**src/rtl/dcia_pkg.sv**
```systemverilog
package dcia_pkg;
  typedef enum logic [1:0] {FLT_NONE = 2'b00, FLT_ILL = 2'b01, FLT_VIRT = 2'b10} fault_e;
  typedef enum logic [1:0] {SUB_LO = 2'd0, SUB_HI = 2'd1, SUB_CFG = 2'd2, SUB_CFGH = 2'd3} sub_e;
  localparam logic [1:0] PRIV_U = 2'b00;
  localparam logic [1:0] PRIV_S = 2'b01;
  localparam logic [1:0] PRIV_M = 2'b11;
endpackage

```
**src/rtl/dcia_window.sv**
```systemverilog
module dcia_window #(
  parameter int SEL_W = 12,
  parameter int NCNT = 32,
  parameter logic [SEL_W-1:0] BASE = 12'h040,
  localparam int IDX_W = $clog2(NCNT)
) (
  input  logic [SEL_W-1:0] sel,
  output logic             hit,
  output logic [IDX_W-1:0] idx
);
  logic [SEL_W-1:0] off;
  always_comb begin
    off = sel - BASE;
    hit = (sel >= BASE) && (off < SEL_W'(NCNT));
    idx = off[IDX_W-1:0];
  end
endmodule

```
**src/rtl/dcia_check.sv**
```systemverilog
module dcia_check
  import dcia_pkg::*;
#(
  parameter int NCNT = 32,
  parameter int TIME_IDX = 1,
  localparam int IDX_W = $clog2(NCNT)
) (
  input  logic             valid,
  input  logic             hit,
  input  logic [IDX_W-1:0] idx,
  input  logic [1:0]       priv,
  input  logic             virt,
  input  logic             vsel,
  input  logic             xlen64,
  input  logic [2:0]       alias_n,
  input  logic             deleg_en,
  input  logic [NCNT-1:0]  cnt_en,
  input  logic [3:0]       feat,
  input  logic             gate_block,
  input  logic [1:0]       gate_fault,
  output fault_e           fault,
  output logic             grant,
  output sub_e             sub
);
  logic alias_ok, hi_alias, base_ctr, feat_ok;

  always_comb begin
    alias_ok = 1'b1;
    hi_alias = 1'b0;
    sub = SUB_LO;
    case (alias_n)
      3'd1: sub = SUB_LO;
      3'd4: begin sub = SUB_HI; hi_alias = 1'b1; end
      3'd2: sub = SUB_CFG;
      3'd5: begin sub = SUB_CFGH; hi_alias = 1'b1; end
      default: alias_ok = 1'b0;
    endcase
  end

  always_comb begin
    base_ctr = (idx == IDX_W'(0)) || (idx == IDX_W'(2));
    if (base_ctr)
      feat_ok = feat[3] && (!sub[1] || feat[0]);
    else
      feat_ok = feat[2] && (sub != SUB_CFGH || feat[1]);
  end

  always_comb begin
    fault = FLT_NONE;
    grant = 1'b0;
    if (valid && hit) begin
      if (gate_block)                                  fault = fault_e'(gate_fault);
      else if (virt)                                   fault = (priv == PRIV_U || vsel || deleg_en) ? FLT_VIRT : FLT_ILL;
      else if (priv == PRIV_U || vsel)                 fault = FLT_ILL;
      else if (!deleg_en)                              fault = FLT_ILL;
      else if (!alias_ok)                              fault = FLT_ILL;
      else if (xlen64 && hi_alias)                     fault = FLT_ILL;
      else if (idx == IDX_W'(TIME_IDX) || !cnt_en[idx]) fault = FLT_ILL;
      else if (!feat_ok)                               fault = FLT_ILL;
      else                                             grant = 1'b1;
    end
  end
endmodule

```
**src/rtl/dcia_bitmask.sv**
```systemverilog
module dcia_bitmask
  import dcia_pkg::*;
#(
  parameter int DW = 64,
  parameter int FILT_BIT = 62,
  localparam int FILT_HI = FILT_BIT - 32
) (
  input  sub_e          sub,
  input  logic          xlen64,
  input  logic [DW-1:0] din,
  output logic [DW-1:0] dout
);
  always_comb begin
    dout = din;
    if (sub == SUB_CFG && xlen64) dout[FILT_BIT] = 1'b0;
    if (sub == SUB_CFGH)          dout[FILT_HI]  = 1'b0;
  end
endmodule

```
**src/rtl/dcia_wstage.sv**
```systemverilog
module dcia_wstage
  import dcia_pkg::*;
#(
  parameter int NCNT = 32,
  parameter int DW = 64,
  localparam int IDX_W = $clog2(NCNT)
) (
  input  logic             clk,
  input  logic             rst_n,
  input  logic             req,
  input  logic [IDX_W-1:0] idx,
  input  sub_e             sub,
  input  logic [DW-1:0]    data,
  output logic             stb,
  output logic [IDX_W-1:0] s_idx,
  output logic [1:0]       s_sub,
  output logic [DW-1:0]    s_data
);
  always_ff @(posedge clk or negedge rst_n) begin
    if (!rst_n) begin
      stb <= 1'b0;
      s_idx <= '0;
      s_sub <= '0;
      s_data <= '0;
    end else begin
      stb <= req;
      if (req) begin
        s_idx <= idx;
        s_sub <= sub;
        s_data <= data;
      end
    end
  end

  assert_stb_cause_R13: assert property (@(posedge clk) disable iff (!rst_n)
    stb |-> $past(req));
  assert_stb_pulse_R13: assert property (@(posedge clk) disable iff (!rst_n)
    (stb && !req) |=> !stb);
endmodule

```
**src/rtl/dcia_top.sv**
```systemverilog
module dcia_top
  import dcia_pkg::*;
#(
  parameter int SEL_W = 12,
  parameter int NCNT = 32,
  parameter int DW = 64,
  parameter int FILT_BIT = 62,
  localparam int IDX_W = $clog2(NCNT)
) (
  input  logic             clk,
  input  logic             rst_n,
  input  logic             acc_valid,
  input  logic             acc_write,
  input  logic [1:0]       priv,
  input  logic             virt,
  input  logic             vsel,
  input  logic             xlen64,
  input  logic [SEL_W-1:0] sel,
  input  logic [2:0]       alias_n,
  input  logic             deleg_en,
  input  logic [NCNT-1:0]  cnt_en,
  input  logic [3:0]       feat,
  input  logic             gate_block,
  input  logic [1:0]       gate_fault,
  input  logic [DW-1:0]    wdata,
  input  logic [DW-1:0]    rd_raw,
  output logic             hit,
  output logic [1:0]       fault,
  output logic             grant,
  output logic [IDX_W-1:0] cnt_idx,
  output logic [1:0]       sub_code,
  output logic [DW-1:0]    rd_data,
  output logic             wr_stb,
  output logic [IDX_W-1:0] wr_idx,
  output logic [1:0]       wr_sub,
  output logic [DW-1:0]    wr_data
);
  fault_e flt;
  sub_e   sub;
  logic [DW-1:0] wmasked;

  dcia_window #(.SEL_W(SEL_W), .NCNT(NCNT)) u_win (.sel(sel), .hit(hit), .idx(cnt_idx));

  dcia_check #(.NCNT(NCNT)) u_chk (
    .valid(acc_valid), .hit(hit), .idx(cnt_idx), .priv(priv), .virt(virt), .vsel(vsel),
    .xlen64(xlen64), .alias_n(alias_n), .deleg_en(deleg_en), .cnt_en(cnt_en), .feat(feat),
    .gate_block(gate_block), .gate_fault(gate_fault), .fault(flt), .grant(grant), .sub(sub));

  dcia_bitmask #(.DW(DW), .FILT_BIT(FILT_BIT)) u_rmask (.sub(sub), .xlen64(xlen64), .din(rd_raw), .dout(rd_data));
  dcia_bitmask #(.DW(DW), .FILT_BIT(FILT_BIT)) u_wmask (.sub(sub), .xlen64(xlen64), .din(wdata), .dout(wmasked));

  dcia_wstage #(.NCNT(NCNT), .DW(DW)) u_ws (
    .clk(clk), .rst_n(rst_n), .req(grant && acc_write), .idx(cnt_idx), .sub(sub), .data(wmasked),
    .stb(wr_stb), .s_idx(wr_idx), .s_sub(wr_sub), .s_data(wr_data));

  assign fault = flt;
  assign sub_code = sub;

  assert_grant_clean_R12: assert property (@(posedge clk) disable iff (!rst_n)
    grant |-> (fault == 2'b00) && hit && acc_valid);
  assert_grant_deleg_R3: assert property (@(posedge clk) disable iff (!rst_n)
    grant |-> deleg_en && !virt);
  assert_grant_mask_R6: assert property (@(posedge clk) disable iff (!rst_n)
    grant |-> cnt_en[cnt_idx] && (cnt_idx != IDX_W'(1)));
  assert_gate_pass_R11: assert property (@(posedge clk) disable iff (!rst_n)
    (acc_valid && hit && gate_block) |-> (fault == gate_fault) && !grant);
  assert_outside_quiet_R1: assert property (@(posedge clk) disable iff (!rst_n)
    !hit |-> (fault == 2'b00) && !grant);
  assert_wr_filt_hi_R10: assert property (@(posedge clk) disable iff (!rst_n)
    (wr_stb && wr_sub == 2'd3) |-> !wr_data[FILT_BIT-32]);
endmodule

```
**config.mk**
```make
export PLATFORM = sky130hd
export DESIGN_NAME = dcia_top
export DESIGN_NICKNAME = d
export VERILOG_FILES = /design/src/rtl/dcia_pkg.sv /design/src/rtl/dcia_window.sv /design/src/rtl/dcia_check.sv /design/src/rtl/dcia_bitmask.sv /design/src/rtl/dcia_wstage.sv /design/src/rtl/dcia_top.sv
export SDC_FILE = /design/constraint.sdc
export NUM_CORES = 1
export LEC_CHECK = 0
export ABC_AREA = 1
export BUFFER_PORTS_ARGS = -buffer_cell sky130_fd_sc_hd__buf_4
export CAP_MARGIN = 20
export CORE_AREA = 2 2 132 134
export CTS_BUF_LIST = sky130_fd_sc_hd__clkbuf_16
export CTS_CLUSTER_DIAMETER = 40
export CTS_CLUSTER_SIZE = 16
export DETAILED_ROUTE_END_ITERATION = 7
export DIE_AREA = 0 0 134 136
export PLACE_DENSITY = 0.51
export SKIP_LAST_GASP = 1
export SLEW_MARGIN = 20
export SYNTH_ARGS = -nofsm -noshare
export SYNTH_HDL_FRONTEND = slang
export SYNTH_SLANG_ARGS = --single-unit
export TNS_END_PERCENT = 100
```
**constraint.sdc**
```tcl
create_clock -name clk -period 4.67 [get_ports clk]
set_clock_uncertainty 0.15 [all_clocks]
set_input_delay 0.934 -clock clk [delete_from_list [all_inputs] [get_ports clk]]
set_output_delay 0.934 -clock clk [all_outputs]
set_load 0.02 [all_outputs]
```
# After elaboration in Yosys (flattened, before gate mapping)
# Index checks and enable logic that the tools add are counted.
op_classes:
  n_addsub: 1
  magnitude_cmp: 3
  eq_ne: 9
  n_mux: 29
  n_reduce_logical: 19
ops:
  columns: ["cell", "count"]
  rows:
  - ["2-to-1 mux 1 bit", 18]
  - ["2-to-1 mux 2 bit", 9]
  - [">= comparator 12 x 7 -> 1 bit, second input constant", 1]
  - ["less-than comparator 12 x 6 -> 1 bit, second input constant", 1]
  - ["subtractor 12 x 7 -> 12 bit, second input constant", 1]
  - ["logical AND 1 bit", 7]
  - ["equality test 3 bit, second input constant", 2]
  - ["logical OR 1 bit", 6]
  - ["less-than comparator 5 x 6 -> 1 bit, second input constant", 1]
  - ["case mux 2 bit (3 select lines)", 1]
  - ["binary-select mux 1 bit (select 5 bit)", 1]
  - ["equality test 5 x 1 -> 1 bit, second input constant", 1]
  - ["equality test 5 x 2 -> 1 bit, second input constant", 1]
  - ["zero test 5 bit", 1]
  - ["equality test 2 bit, second input constant", 2]
  - ["OR reduction 4 bit", 1]
  - ["equality test 3 x 1 -> 1 bit, second input constant", 1]
  - ["equality test 3 x 2 -> 1 bit, second input constant", 1]
  - ["zero test 1 bit", 2]
  - ["zero test 2 bit", 1]
  - ["inequality test 2 bit, second input constant", 1]
  - ["OR reduction 2 bit", 1]
totals:
  regBits: 72

# Depth between registers and ports, before layout
# Gate-level depths: netlist of the first run.
depth:
  ltp_word: 16
  depth_mapped: 17
  ltp_nobuf: 15

# Modules after synthesis
# A second synthesis of the first run with hierarchy kept.
hier_totals:
  cells_unflattened: 582
  hier_area_um2: 4372.9
modules_own_cells:
  columns: ["mod", "n_inst", "cells_each", "area_each_um2", "seq_area_each_um2"]
  rows:
  - ["dcia_wstage", 1, 301, 2733.9, 1801.7]
  - ["dcia_bitmask", 2, 67, 489.2, 0.0]
  - ["dcia_check", 1, 133, 583.1, 0.0]
  - ["dcia_window", 1, 12, 70.1, 0.0]
  - ["dcia_top", 1, 2, 7.5, 0.0]

# Worst setup path before layout of the first run
# OpenSTA, ideal clock, no wires.
synth_path:
  path_type: "input to output"
  from: "input sel[7]"
  to: "output fault[1]"
  arrival_time_ns: 2.254
  required_ns: 3.586
  path_slack_ns: 1.332
  path_stages: 5
  path_buffers: 0
  cell_sequence: "nor2_1 nand3b_1 nor4_2 nand2_1 a211oi_1"
synth_via:
  elab_chain_cells: 5
  word_cells_on_any_way: 6
synth_lines:
  columns: ["item", "line", "rtl"]
  rows:
  - ["start: declaration", "dcia_top.sv:18", "input logic [SEL_W-1:0] sel,"]
  - ["subtractor 12 x 7 -> 12 bit", "dcia_window.sv:13", "off = sel - BASE;"]
  - ["less-than comparator 12 x 6 -> 1 bit", "dcia_window.sv:14", "hit = (sel >= BASE) && (off < SEL_W'(NCNT));"]
  - ["logical AND 1 bit *", "dcia_window.sv:14", null]
  - ["via hit", "dcia_top.sv:27", "output logic hit,"]
  - ["logical AND 1 bit *", "dcia_check.sv:51", "if (valid && hit) begin"]
  - ["2-to-1 mux 2 bit *", "dcia_check.sv:51", null]
  - ["end: declaration", "dcia_top.sv:28", "output logic [1:0] fault,"]
# The timed path passes the listed nets; every way through them passes the cells marked *.

# Worst setup path after layout of the first run
layout_path:
  from: "input sel[3]"
  to: "output grant"
layout_via:
  elab_chain_cells: 13
  word_cells_on_any_way: 23
layout_lines:
  columns: ["item", "line", "rtl"]
  rows:
  - ["subtractor 12 x 7 -> 12 bit", "dcia_window.sv:13", null]
  - ["binary-select mux 1 bit (select 5 bit), or another cell as far along", "dcia_check.sv:58", "else if (idx == IDX_W'(TIME_IDX) || !cnt_en[idx]) fault = FLT_ILL;"]
  - ["2-to-1 mux 1 bit (not written as such) or logical OR 1 bit (tied branches)", "dcia_check.sv:58, dcia_check.sv:41", null]
  - ["zero test 1 bit or 2-to-1 mux 1 bit (tied branches)", "dcia_check.sv:58, dcia_check.sv:42", null]
  - ["logical OR 1 bit or 2-to-1 mux 1 bit (tied branches)", "dcia_check.sv:58, dcia_check.sv:59", null]
  - ["2-to-1 mux 1 bit", "dcia_check.sv:58", null]
  - ["2-to-1 mux 1 bit", "dcia_check.sv:57", "else if (xlen64 && hi_alias) fault = FLT_ILL;"]
  - ["2-to-1 mux 1 bit", "dcia_check.sv:56", "else if (!alias_ok) fault = FLT_ILL;"]
  - ["2-to-1 mux 1 bit", "dcia_check.sv:55", "else if (!deleg_en) fault = FLT_ILL;"]
  - ["2-to-1 mux 1 bit", "dcia_check.sv:54", "else if (priv == PRIV_U || vsel) fault = FLT_ILL;"]
  - ["2-to-1 mux 1 bit", "dcia_check.sv:53", "else if (virt) fault = (priv == PRIV_U || vsel || deleg_en) ? FLT_VIRT : FLT_ILL;"]
  - ["2-to-1 mux 1 bit", "dcia_check.sv:52", "if (gate_block) fault = fault_e'(gate_fault);"]
  - ["2-to-1 mux 1 bit *", "dcia_check.sv:51", null]
  - ["end: declaration", "dcia_top.sv:29", "output logic grant,"]
# Every way passes the cells marked *; elsewhere a longest branch is shown, timed or not. The select of a mux whose other input is x is not followed.

==> results.cfg, run 1 <==
[final_layout]
drive_gt1_share_pct = 35.7
final_cell_mix = nand2_1, buf_4, dfrtp_1
diodes = 0
layout.cells.non_filler = 892
nets = 855
areaGrowthSynthToFinish_pct = 40.2
fin_area_um2 = 5470
fin_util_pct = 32.4
final_common_cell = nand2_1
fill_cells = 1857

[global_route]
grt_first_pass_wirelength_um = 17500
grt_usage_pct = 12.2
grt-ovfl-total = 0
grt_max_degree = 73
grt_pass1_vias = 3413
antenna_found_initial = 0

[pwr]
p_comb_share_pct = 10.9
ir_worst_vdd_uv = 172
internal_power_mw = 1.12
leakage_nw = 3.30
power.switching_uw = 336
netSwitchingFraction_pct = 23.1
clkPwrFrac_pct = 46.3
power.density_nw_per_um2 = 267
pwr-share-seq_pct = 42.8

[floorplan]
fp.coreArea_um2 = 16900
die_h_um = 136
ios = 339
die_area_um2 = 18200
die_w_um = 134
initial_core_util_pct = 23.1
rows = 48

[detailed_routing]
via_per_inst = 3.98
drt_iter0_drc = 136
top_layer = met4
antenna_left = 0
wl_per_cell_um = 12.6
routed_wl_um = 11300
met2WireLength_um = 5240
wl_met3_um = 852
vias = 3548
met1Wirelength_um = 4760
drcViolationCount = 0
dr.pass1.iters = 4

[clock_tree]
cts_inserted_buffers = 9
clk_path_buf_depth = 2
htree_levels = 3
cts_repair_resize_count = 0
cts_root_buffer = clkbuf_16
ctsHoldBuffers = 0
cts_setup_buffers = 0
clk_latency_ns = 0.33
cts.sinks = 72
tritoncts = yes
clk_transition_reported_paths_ns = 0.05

[setup_path]
start_kind = input port
path_class = in -> out
cp_max_fo = 6
cp-end-kind = output port
path_cells = buf_4 -> nor2_1 -> nand2_1 -> nand2_1 -> nand3_1 -> nor2_1 -> nand3_2 -> inv_1 -> buf_4
worstPathRequired_ns = 3.59
critPathArrivalTime_ns = 2.33
slowest_delay_ns = 0.27
rrSetupSlack_ns = 3.87
crit_path_top_delay_cell = nor2_1

[synth]
yosys-mux-area-fraction_pct = 0
synth_top_cell_by_area = dfrtp_1
synthSimpleGateAreaFrac_pct = 32.8
synth_top_family_by_area = simple AND/OR/NAND/NOR gates
ys_top_cells_by_area = dfrtp_1, nand2_1, buf_4
syn-cell-area_um2 = 3900
yosysSeqAreaShare_pct = 46.2
synth-seq-cells = 72
syn-num-nets = 713
netlist_instances = 521
synth-adder-area-share_pct = 0
synth_compound_gate_area_share_pct = 1.28
avgSynthCellArea_um2 = 7.49
synth_xor_area_share_pct = 0
yosysTopAreaCellShare_pct = 46.2
synth.distinct_cells = 22
ys_warn_count = 0

[place]
placedInstanceArea_um2 = 5180
dp_cells = 877
dp_hpwl_um = 8350
gp_congestion = 0.769
portBuffers = 214

[timing]
hold-worst-slack_ns = 0.328
finalSetupTns_ns = 0
setup_violations = 0
hold_viol = 0
period_minus_slack_ns = 3.42
clock.fmax_ghz = 0.293
timing.slew.headroom_pct = 38.7
worstMarginPinSlew_ns = 0.919
rsz0062_at_grt = false
period_share_pct = 73.2
slew_violations = 0

[outcome]
status = completed

[flow_run]
maxCapViolCount = 0

[hold_path]
worstHoldPathType = reg -> reg
## stage by stage
stage / total power [mW] / setup WS, ns
finish: 1.46 / 1.25
global route: 1.53 / 1.06
CTS: 1.49 / 1.25
detailed placement: 0.797 / 1.25
global placement: 0.797 / 1.29
floorplan: 0.764 / 1.33
## synthesized netlist by cell type
master    number
nor2_2         1
nand3_2        1
nor2_1        16
nor2_8         1
a21oi_1        5
nand3b_1       1
a211oi_1       1
inv_2          1
inv_1         32
dfrtp_1       72
nand3_1       17
o31ai_1        1
clkbuf_1       6
nand2_1      281
o21ai_0        2
nand2_2        1
buf_4         68
or2_2          1
nand4_2        1
buf_2          2
nor4_2         1
buf_6          9
## final cells by class
class	count	area (µm²)	share of cell area, %
sequential	72	1800	33.0
timing repair buffer	216	1630	29.9
multi-input combinational	331	1340	24.5
tap	225	282	5.15
clock buffer	9	225	4.12
inverter	33	124	2.27
clock inverter	6	61.3	1.12
## registers in the layout (all words and copies together), names as in the netlist
signal       cells
u_ws.s_data     64
u_ws.s_idx       5
u_ws.s_sub       2
u_ws.stb         1
## critical path: cells and delay by family
kind          cells  cell delay (ns)
buf+inv           3             0.38
simple gates      6             1.02
## power by group through the flow
stage	clock network (mW)	registers, mW	logic, mW
global route	0.733	0.624	0.176
floorplan	0	0.636	0.128
finish	0.675	0.624	0.158
CTS	0.706	0.624	0.162
global placement	0	0.636	0.161
detailed placement	0	0.636	0.161
## cells by family after synthesis
family,after synthesis
buf+inv,118
simple gates,322
flops,72
compound gates,9
## metal layers
metal	vias up	global-route usage, %
met1	1586	14.8
met3	36	3.95
li1	1782	-
met5	-	0
met4	0	6.09
met2	144	19.6
## final timing paths
kind / startpoint / end / cells past startpoint
min: u_ws.s_data[0]$_DFFE_PN0P_ / u_ws.s_data[0]$_DFFE_PN0P_ / 2
min reg2reg: u_ws.s_data[0]$_DFFE_PN0P_ / u_ws.s_data[0]$_DFFE_PN0P_ / 2
min in group asynchronous: rst_n / u_ws.s_data[48]$_DFFE_PN0P_ / 1
max in group asynchronous: rst_n / u_ws.s_sub[1]$_DFFE_PN0P_ / 1
max: sel[3] / grant / 9
max reg2reg: u_ws.s_data[43]$_DFFE_PN0P_ / u_ws.s_data[43]$_DFFE_PN0P_ / 2
Power figures use the tool's default switching activity.
==> run 2: changes to the inputs <==
- clock period: 4.67 -> 3.4 ns (I/O delays scaled with it)
==> run 2 against run 1 <==
  * Register-to-register slack got worse by 1.3 ns
  * Combinational power rose by 37%
  * Worst setup slack worse by 0.73 ns
  * Final area is 1.8% higher
  * Die area unchanged
  * Largest cell class unchanged
==> results.cfg, run 2 (synthesis gave the netlist of run 1 again) <==
[clock_tree]
cts_root_buffer = clkbuf_16
clk_transition_reported_paths_ns = 0.06
cts_inserted_buffers = 9
cts_repair_resize_count = 0
htree_levels = 3
clk_latency_ns = 0.33
ctsHoldBuffers = 0
clk_path_buf_depth = 2
cts_setup_buffers = 0
tritoncts = yes
cts.sinks = 72

[setup_path]
reg2reg_to = u_ws.s_data[43]$_DFFE_PN0P_
cp-end-kind = output port
path_class = in -> out
rrSetupSlack_ns = 2.59
critPathArrivalTime_ns = 2.04
start_kind = input port
rr_worst_depth = 2
cp-startpoint = sel[3]
worstPathRequired_ns = 2.57
r2r_start = u_ws.s_data[43]$_DFFE_PN0P_
endpoint = grant
cp_max_fo = 6

[pwr]
ir_worst_vdd_uv = 264
power.density_nw_per_um2 = 390
leakage_nw = 3.34
total_power_mw = 2.17

[place]
portBuffers = 214
dp_hpwl_um = 8440
gp_congestion = 0.778
place_ws_ns = 0.501
placedInstanceArea_um2 = 5220

[floorplan]
initial_core_util_pct = 23.1
rows = 48
die_area_um2 = 18200
ios = 339
die_w_um = 134
die_h_um = 136
fp.coreArea_um2 = 16900

[detailed_routing]
wl_per_cell_um = 12.6
dr.pass1.iters = 4
routed_wl_um = 11200
vias = 3551
antenna_left = 0
drt_iter0_drc = 99
drcViolationCount = 0
via_per_inst = 3.97

[outcome]
status = completed

[global_route]
grt_first_pass_wirelength_um = 17200
grt-ovfl-total = 0
grt_usage_pct = 12.1
grt_pass1_vias = 3397
grt_max_degree = 73
antenna_found_initial = 0

[final_layout]
nets = 857
final_cell_mix = nand2_1, buf_4, dfrtp_1
largest_reg_flops = 64
reg_top3 = u_ws.s_data x64, u_ws.s_idx x5, u_ws.s_sub x2
drive_gt1_share_pct = 36.0
diodes = 0
areaGrowthSynthToFinish_pct = 42.7
largest-register = u_ws.s_data
fin_area_um2 = 5570
final_common_cell = nand2_1

[timing]
hold_viol = 0
slew_violations = 0
clock.fmax_ghz = 0.348
finalSetupTns_ns = 0
setup_violations = 0
timing.slew.headroom_pct = 38.8
worstMarginPinSlew_ns = 0.918
period_minus_slack_ns = 2.87
rsz0062_at_grt = false
setup_slack_ns = 0.527
period_share_pct = 84.5

[hold_path]
worstHoldPathType = in -> async

[flow_run]
maxCapViolCount = 0
run 2: report_power, final:
group          leakage, nW  internal [mW]  switching [mW]
logic                 2.17          0.122          0.0952
registers             1.01          0.857        0.000156
clock network        0.167          0.718           0.378
run 2: how the worst min path moves through the flow:
stage	start	to	slack [ns]	depth (start not counted)
after CTS	u_ws.s_idx[1]$_DFFE_PN0P_	u_ws.s_idx[1]$_DFFE_PN0P_	0.33	2
final	rst_n	u_ws.s_data[48]$_DFFE_PN0P_	0.33	1
after global placement	u_ws.s_data[22]$_DFFE_PN0P_	u_ws.s_data[22]$_DFFE_PN0P_	0.31	2
after detailed placement	u_ws.s_data[35]$_DFFE_PN0P_	u_ws.s_data[35]$_DFFE_PN0P_	0.32	2
after global routing	u_ws.s_data[55]$_DFFE_PN0P_	u_ws.s_data[55]$_DFFE_PN0P_	0.34	2
after floorplan	rst_n	u_ws.s_data[0]$_DFFE_PN0P_	0.23	0
run 2: metrics by stage:
stage	hold WS [ns]	utilization, %	std cells
after floorplan	0.234	-	521
after CTS	0.333	33.0	895
after global routing	0.340	33.0	895
after global placement	0.314	30.9	879
after detailed placement	0.316	30.9	879
final	0.327	33.0	895
run 2: layout make-up:
class	instances	area, µm²
fillers	1844	11300
flip-flops and latches	72	1800
repair buffers	218	1670
multi-input cells	331	1340
well taps	225	282
clock buffers	9	225
inverters	33	124
clock inverters	7	119
run 2: per-layer routing:
metal | track usage, % | vias up | wire length, µm
met1 | 14.0 | 1578 | 4700
met2 | 19.4 | 150 | 5140
met3 | 4.18 | 42 | 916
met4 | 6.97 | 0 | 488
li1 | - | 1781 | -
met5 | 0 | - | 0
run 2: worst max-delay path, stage by stage:
cell	delay (ns)
buf_4	0.13
nor2_1	0.25
nand2_1	0.12
nand2_1	0.08
nand3_1	0.06
nor2_1	0.28
nand3_2	0.20
inv_1	0.09
buf_4	0.14
